[src/rtl/fsr_pkg.sv]
package fsr_pkg;
  localparam int unsigned STAT_W     = 6;
  localparam int unsigned TX_SVC_BIT = 0;
  localparam int unsigned TX_ERR_BIT = 1;
  localparam int unsigned RX_SVC_BIT = 4;
  localparam int unsigned RX_ERR_BIT = 5;
  localparam logic [STAT_W-1:0] LIVE_BITS = 6'b11_0011;

  typedef enum logic {
    SENSE_BELOW = 1'b0,
    SENSE_ABOVE = 1'b1
  } sense_e;
endpackage

[src/rtl/fsr_level_cmp.sv]
module fsr_level_cmp
  import fsr_pkg::*;
#(
  parameter int unsigned LVL_W = 6,
  parameter sense_e      SENSE = SENSE_BELOW
) (
  input  logic             clk,
  input  logic             rst,
  input  logic [LVL_W-1:0] level,
  input  logic [LVL_W-1:0] limit,
  input  logic             svc_en,
  output logic             hit,
  output logic             req
);
  logic cmp;

  generate
    if (SENSE == SENSE_BELOW) begin : g_below
      assign cmp = (level < limit);
    end else begin : g_above
      assign cmp = (level > limit);
    end
  endgenerate

  always_ff @(posedge clk) begin
    if (rst) begin
      hit <= 1'b0;
      req <= 1'b0;
    end else begin
      hit <= cmp;
      req <= cmp & svc_en;
    end
  end
endmodule

[src/rtl/fsr_sticky_err.sv]
module fsr_sticky_err #(
  parameter int unsigned N = 2
) (
  input  logic         clk,
  input  logic         rst,
  input  logic [N-1:0] evt,
  input  logic [N-1:0] clr,
  output logic [N-1:0] flag
);
  for (genvar i = 0; i < N; i++) begin : g_bit
    always_ff @(posedge clk) begin
      if (rst) begin
        flag[i] <= 1'b0;
      end else begin
        flag[i] <= (flag[i] & ~clr[i]) | evt[i];
      end
    end
  end
endmodule

[src/rtl/fsr_irq_merge.sv]
module fsr_irq_merge #(
  parameter int unsigned W = 6
) (
  input  logic         clk,
  input  logic         rst,
  input  logic [W-1:0] raw,
  input  logic [W-1:0] gate,
  output logic [W-1:0] masked,
  output logic         irq
);
  assign masked = raw & gate;

  always_ff @(posedge clk) begin
    if (rst) irq <= 1'b0;
    else     irq <= |masked;
  end
endmodule

[src/rtl/fifo_svc_req_ctrl.sv]
module fifo_svc_req_ctrl
  import fsr_pkg::*;
#(
  parameter int unsigned FIFO_DEPTH = 32,
  parameter int unsigned LVL_W      = $clog2(FIFO_DEPTH + 1)
) (
  input  logic              clk,
  input  logic              rst,
  input  logic [LVL_W-1:0]  tx_level,
  input  logic [LVL_W-1:0]  tx_limit,
  input  logic              tx_svc_en,
  input  logic              tx_err_evt,
  input  logic              tx_err_clr,
  input  logic [LVL_W-1:0]  rx_level,
  input  logic [LVL_W-1:0]  rx_limit,
  input  logic              rx_svc_en,
  input  logic              rx_err_evt,
  input  logic              rx_err_clr,
  input  logic [STAT_W-1:0] irq_mask,
  output logic [STAT_W-1:0] raw_stat,
  output logic [STAT_W-1:0] masked_stat,
  output logic              irq,
  output logic              tx_dma_req,
  output logic              rx_dma_req
);
  localparam int unsigned NDIR = 2;

  logic            tx_hit, rx_hit;
  logic [NDIR-1:0] err_flag;
  logic [STAT_W-1:0] gate;

  fsr_level_cmp #(.LVL_W(LVL_W), .SENSE(SENSE_BELOW)) u_tx_cmp (
    .clk(clk), .rst(rst), .level(tx_level), .limit(tx_limit),
    .svc_en(tx_svc_en), .hit(tx_hit), .req(tx_dma_req)
  );

  fsr_level_cmp #(.LVL_W(LVL_W), .SENSE(SENSE_ABOVE)) u_rx_cmp (
    .clk(clk), .rst(rst), .level(rx_level), .limit(rx_limit),
    .svc_en(rx_svc_en), .hit(rx_hit), .req(rx_dma_req)
  );

  fsr_sticky_err #(.N(NDIR)) u_err (
    .clk(clk), .rst(rst),
    .evt({rx_err_evt, tx_err_evt}),
    .clr({rx_err_clr, tx_err_clr}),
    .flag(err_flag)
  );

  always_comb begin
    raw_stat             = '0;
    raw_stat[TX_SVC_BIT] = tx_hit;
    raw_stat[TX_ERR_BIT] = err_flag[0];
    raw_stat[RX_SVC_BIT] = rx_hit;
    raw_stat[RX_ERR_BIT] = err_flag[1];
  end

  always_comb begin
    gate             = irq_mask & LIVE_BITS;
    gate[TX_SVC_BIT] = irq_mask[TX_SVC_BIT] & tx_svc_en;
    gate[RX_SVC_BIT] = irq_mask[RX_SVC_BIT] & rx_svc_en;
  end

  fsr_irq_merge #(.W(STAT_W)) u_merge (
    .clk(clk), .rst(rst), .raw(raw_stat), .gate(gate),
    .masked(masked_stat), .irq(irq)
  );
endmodule

[config.mk]
export PLATFORM = sky130hd
export DESIGN_NAME = fifo_svc_req_ctrl
export DESIGN_NICKNAME = d
export VERILOG_FILES = /design/src/rtl/fsr_pkg.sv /design/src/rtl/fsr_level_cmp.sv /design/src/rtl/fsr_sticky_err.sv /design/src/rtl/fsr_irq_merge.sv /design/src/rtl/fifo_svc_req_ctrl.sv
export SDC_FILE = /design/constraint.sdc
export NUM_CORES = 1
export LEC_CHECK = 0
export ABC_CLOCK_PERIOD_IN_PS = 1500
export BUFFER_PORTS_ARGS = -buffer_cell sky130_fd_sc_hd__clkbuf_2
export CAP_MARGIN = 30
export CORE_UTILIZATION = 35
export DETAILED_ROUTE_END_ITERATION = 10
export PLACE_DENSITY = 0.81
export SLEW_MARGIN = 20
export SYNTH_ARGS = -nofsm -noshare
export SYNTH_HDL_FRONTEND = slang
export SYNTH_SLANG_ARGS = --single-unit
[constraint.sdc]
create_clock -name clk -period 1.5 [get_ports clk]
set_input_delay 0.225 -clock clk [delete_from_list [all_inputs] [get_ports clk]]
set_output_delay 0.225 -clock clk [all_outputs]
set_load 0.05 [all_outputs]
[After elaboration in Yosys (flattened, before gate mapping)]
Cells that the tools add are included.
Storage, ports and cells
  flip-flop bits (word level): 7
  output and inout port bits: 15
  input bits: 38
Operators by class
  reductions and logical operators: 1
  bitwise operators: 11
  $lt $le $gt $ge: 2
Operator list (count)
  $and A1 B1 Y1: 6
  $and A6 B6 Y6: 1
  $gt A6 B6 Y1: 1
  $lt A6 B6 Y1: 1
  $reduce_or A6 Y1: 1
  $not A1 Y1: 2
  $or A1 B1 Y1: 2

[Logic depth before layout (Yosys ltp)]
  depth in word-level cells: 3
  depth in mapped cells: 5

[Cells and area by module]
Synthesis repeated with hierarchy kept, for this count alone.
Unflattened totals
  cell total of the unflattened synthesis: 75
  area, all modules: 626.9 µm²
Modules (own cells, without submodules)
  fsr_level_cmp (u_rx_cmp): cells an instance 26, sequential area each 40.0 µm², area an instance 232.7 µm², times used 1
  fsr_level_cmp (u_tx_cmp): cells an instance 23, sequential area each 40.0 µm², area an instance 190.2 µm², times used 1
  fsr_irq_merge: cells an instance 11, sequential area each 20.0 µm², area an instance 87.6 µm², times used 1
  fsr_sticky_err: cells an instance 8, sequential area each 40.0 µm², area an instance 70.1 µm², times used 1
  fifo_svc_req_ctrl: cells an instance 7, sequential area each 0.0 µm², area an instance 46.3 µm², times used 1

[Least setup slack after synthesis]
No wires, ideal clock.
  kind: register to register
  start point: register u_err.flag[0]
  end point: register u_merge.irq
  required time: 1.375 ns
  slack: 0.035 ns
  clock period less this slack: 1.465 ns
  path buffers: 0
  cell stages (with the launch flop): 3
  data arrival time: 1.340 ns
  cells stage by stage: dfxtp_1 -> and2_1 -> o41a_1
Between the ends
  longest elaborated chain between the ends: 2
RTL lines
  from (decl): RTL line fsr_sticky_err.sv:8  | output logic [N-1:0] flag
  from (signal, indexed assignment): RTL line fsr_sticky_err.sv:15  | flag[i] <= (flag[i] & ~clr[i]) | evt[i];
  $and A6 B6 Y6: RTL line fsr_irq_merge.sv:11  | assign masked = raw & gate;
  via masked_stat[1]: RTL line fifo_svc_req_ctrl.sv:21  | output logic [STAT_W-1:0] masked_stat,
  $reduce_or A6 Y1: RTL line fsr_irq_merge.sv:15  | else irq <= |masked;
  to (signal assigned): RTL line fsr_irq_merge.sv:15
  to (decl): RTL line fsr_irq_merge.sv:9  | output logic irq
The timed path passes the listed nets, and every way through them passes these cells.
A chain may end at the register's enable or synchronous reset.

[Final worst setup path]
  start point: register u_tx_cmp.hit
  end point: output port masked_stat[0]
Between the ends
  longest elaborated chain between the ends: 1
RTL lines
  from (decl): RTL line fsr_level_cmp.sv:12  | output logic hit,
  from (signal assigned): RTL line fsr_level_cmp.sv:30  | hit <= cmp;
  $and A6 B6 Y6: RTL line fsr_irq_merge.sv:11
  to (decl): RTL line fifo_svc_req_ctrl.sv:21
Every way passes these cells.

==> flow_summary.yaml <==
cts:
  cts_max_path_buffers: 2
  cts_inserted_buffers: 3
  clock_sink_count: 7
  postCtsSetupRepairBufs: 0
  cts_htree_levels: 1
  clock_tree_from_tritoncts: "done"
  worst_skew_pair.late_latency_ps: 240
  clkTransAtPathRegs_ps: 50
  cts_root_buf: "clkbuf_4"
  ctsHoldBuffers: 0
  postCtsResizedCells: 0
cells_and_area:
  area_growth_pct: 42.7
  layout.core_utilization_pct: 53.8
  final_common_cell: "clkbuf_2"
  antennaDiodeCount: 0
  fillCellCount: 151
  layout-drive-gt1-share_pct: 43.6
  stdcell_count: 133
  final_cell_mix: "clkbuf_2 (46), inv_1 (17), ha_1 (11)"
  nNetsFinal: 167
  postLayoutCellArea_sq_um: 811
floorplan:
  core.rowCount: 14
  floorplan.initialDensity_pct: 37.7
  design.core.area_sq_um: 1510
  io_pins: 53
  fp.dieW_microns: 42.3
  die_area_sq_um: 1790
  dieHeight_microns: 42.3
setup_path:
  worstSetupStartpoint: "u_tx_cmp.hit"
  crit_required_ps: 1270
  reg2reg_end: "u_merge.irq"
  critical_path.startpoint_type: "flop"
  timing.critical_path.fanout_max: 2
  critPathCaptureType: "output pin"
  setup.reg_to_reg.worst_slack_ps: 500
  worst_setup_path_endpoint: "masked_stat[0]"
  criticalPathCategory: "flop to output pin"
  timing.reg2reg.worst_path_depth: 2
  critical_path_arrival_ps: 1020
  r2r_start: "u_err.flag[0]"
routing:
  antenna_violating_nets_post_route: 0
  first_iter_violations: 2
  drt-total-wl_mm: 1.11
  first_pass_iters: 6
  num_vias: 617
  post_drt_wl_per_cell_microns: 8.35
  route.detailed.drc: 0
  vias_per_cell: 4.64
timing:
  report.final.setup_viol: 0
  fmax_ghz: 0.804
  maxSlewViolCount: 0
  finalCritPeriodShare_pct: 82.9
  hold_viol: 0
  totalNegativeSetupSlack_ps: 0
  final_period_minus_worst_setup_slack_ps: 1240
  setup_repair_after_global_routing_missed_its_margin: "no"
  fin_worst_skew_ps: 0.465
placed_design:
  place.detailed.hpwl_mm: 1.07
  dpl_cell_area_sq_um: 785
  instance_count_after_placement_with_tap_cells_included: 129
  port-buffer-count: 46
  finalWeightedCongestion: 0.698
logic_synthesis:
  synth.largest_area_cell: "dfxtp_1"
  synth_area_per_cell_sq_um: 8.11
  yosysUniqueCellTypes: 22
  ys_ff_latch: 7
  yosys_warnings: 0
  netlist_area_sq_um: 568
  synth-seq-area-share_pct: 24.7
  synthCells: 70
  synth_area_leaders: "dfxtp_1 (25%), ha_1 (24%), inv_1 (11%), buf_4 (7.9%), a21oi_1 (3.5%)"
  synth_top_area_share_pct: 24.7
run_status:
  status: "finished clean"
power:
  p_leak_uw: 0.000538
  fin_total_pwr_uw: 596
  max-vdd-ir-drop_mv: 0.229
  power.density_cell_area_nw_per_um2: 735
grt:
  grt_max_degree: 5
  global_route_wire_length_before_repair_mm: 1.89
  grt_pass1_vias: 547
  grt_use_total_pct: 13.5
  globalRoute.totalOverflow: 0
  grt_antenna_before_repair: 0
hold_path:
  min-delay-path-class: "input port to flop"
run:
  max-cap-violations: 0
report_power, final:
part | leakage [uW] | internal, uW | switching, uW
Combinational | 0.000465 | 83.7 | 148
Sequential | 0.0000581 | 201 | 5.64
Clock | 0.0000150 | 101 | 57.4
logic make-up (layout without fill, tap and decap cells):
logic type      after synthesis  count (layout)  share of synthesized area (%)
compound gates               15              15                           18.5
fa+ha+maj                    11              11                           24.2
buf+inv                      23              67                           19.2
flops                         7               7                           24.7
other cells                   1               4                          0.660
simple gates                 13              13                           12.8
registers in the layout, summed over array words and instances, names as in the netlist:
register      count
u_err.flag        2
u_merge.irq       1
u_rx_cmp.hit      1
u_rx_cmp.req      1
u_tx_cmp.hit      1
u_tx_cmp.req      1
area by class of cell:
| class | instances | area, sq um | share of cell area [%] |
|---|---|---|---|
| flip-flops and latches | 7 | 140 | 17.3 |
| well taps | 16 | 20.0 | 2.47 |
| clock buffers | 4 | 26.3 | 3.24 |
| repair buffers | 46 | 230 | 28.4 |
| inverters | 17 | 63.8 | 7.87 |
| multi-input cells | 43 | 330 | 40.7 |
metal layers:
layer  vias up  GRT usage, %  share of wire, %
li1        317             -                 -
met1       260          12.9                38
met2        38          26.8                50
met3         2          3.02                12
met4         0          5.63              0.36
met5         -             0                 0
worst min-delay path by stage:
stage                           from            end  slack [ps]  cells after the start
after floorplan                  rst  u_err.flag[0]         300                      1
after detailed placement  rx_err_evt  u_err.flag[1]         450                      3
after CTS                 rx_err_evt  u_err.flag[1]         200                      3
final                     rx_err_evt  u_err.flag[1]         200                      3
after global routing       rx_svc_en   u_rx_cmp.req         200                      3
after global placement    rx_err_evt  u_err.flag[1]         440                      3
worst max-delay path: stages (launching register included):
cell and delay (ps):
dfxtp_1 320, and3_1 180, clkbuf_2 280
cells in the mapped netlist:
library cell  count
inv_1            17
a21o_1            2
nand4_1           1
a211o_1           1
and2_1            2
a311oi_1          1
a21oi_1           4
nor2_1            2
nor2b_1           2
o21ai_0           1
o21bai_1          1
and3_2            1
o21ai_1           2
a211oi_2          1
buf_4             6
a31oi_1           1
ha_1             11
dfxtp_1           7
o41a_1            1
and3_1            3
conb_1            1
nand2_1           2
per-stage QoR:
| step | hold WS [ps] | worst slack [ps] |
|---|---|---|
| after global routing | 204 | 205 |
| after CTS | 195 | 242 |
| after floorplan | 297 | 34.6 |
| final | 196 | 256 |
| after detailed placement | 445 | 111 |
| after global placement | 436 | 159 |
No activity file was read; power rests on OpenSTA's default activity.
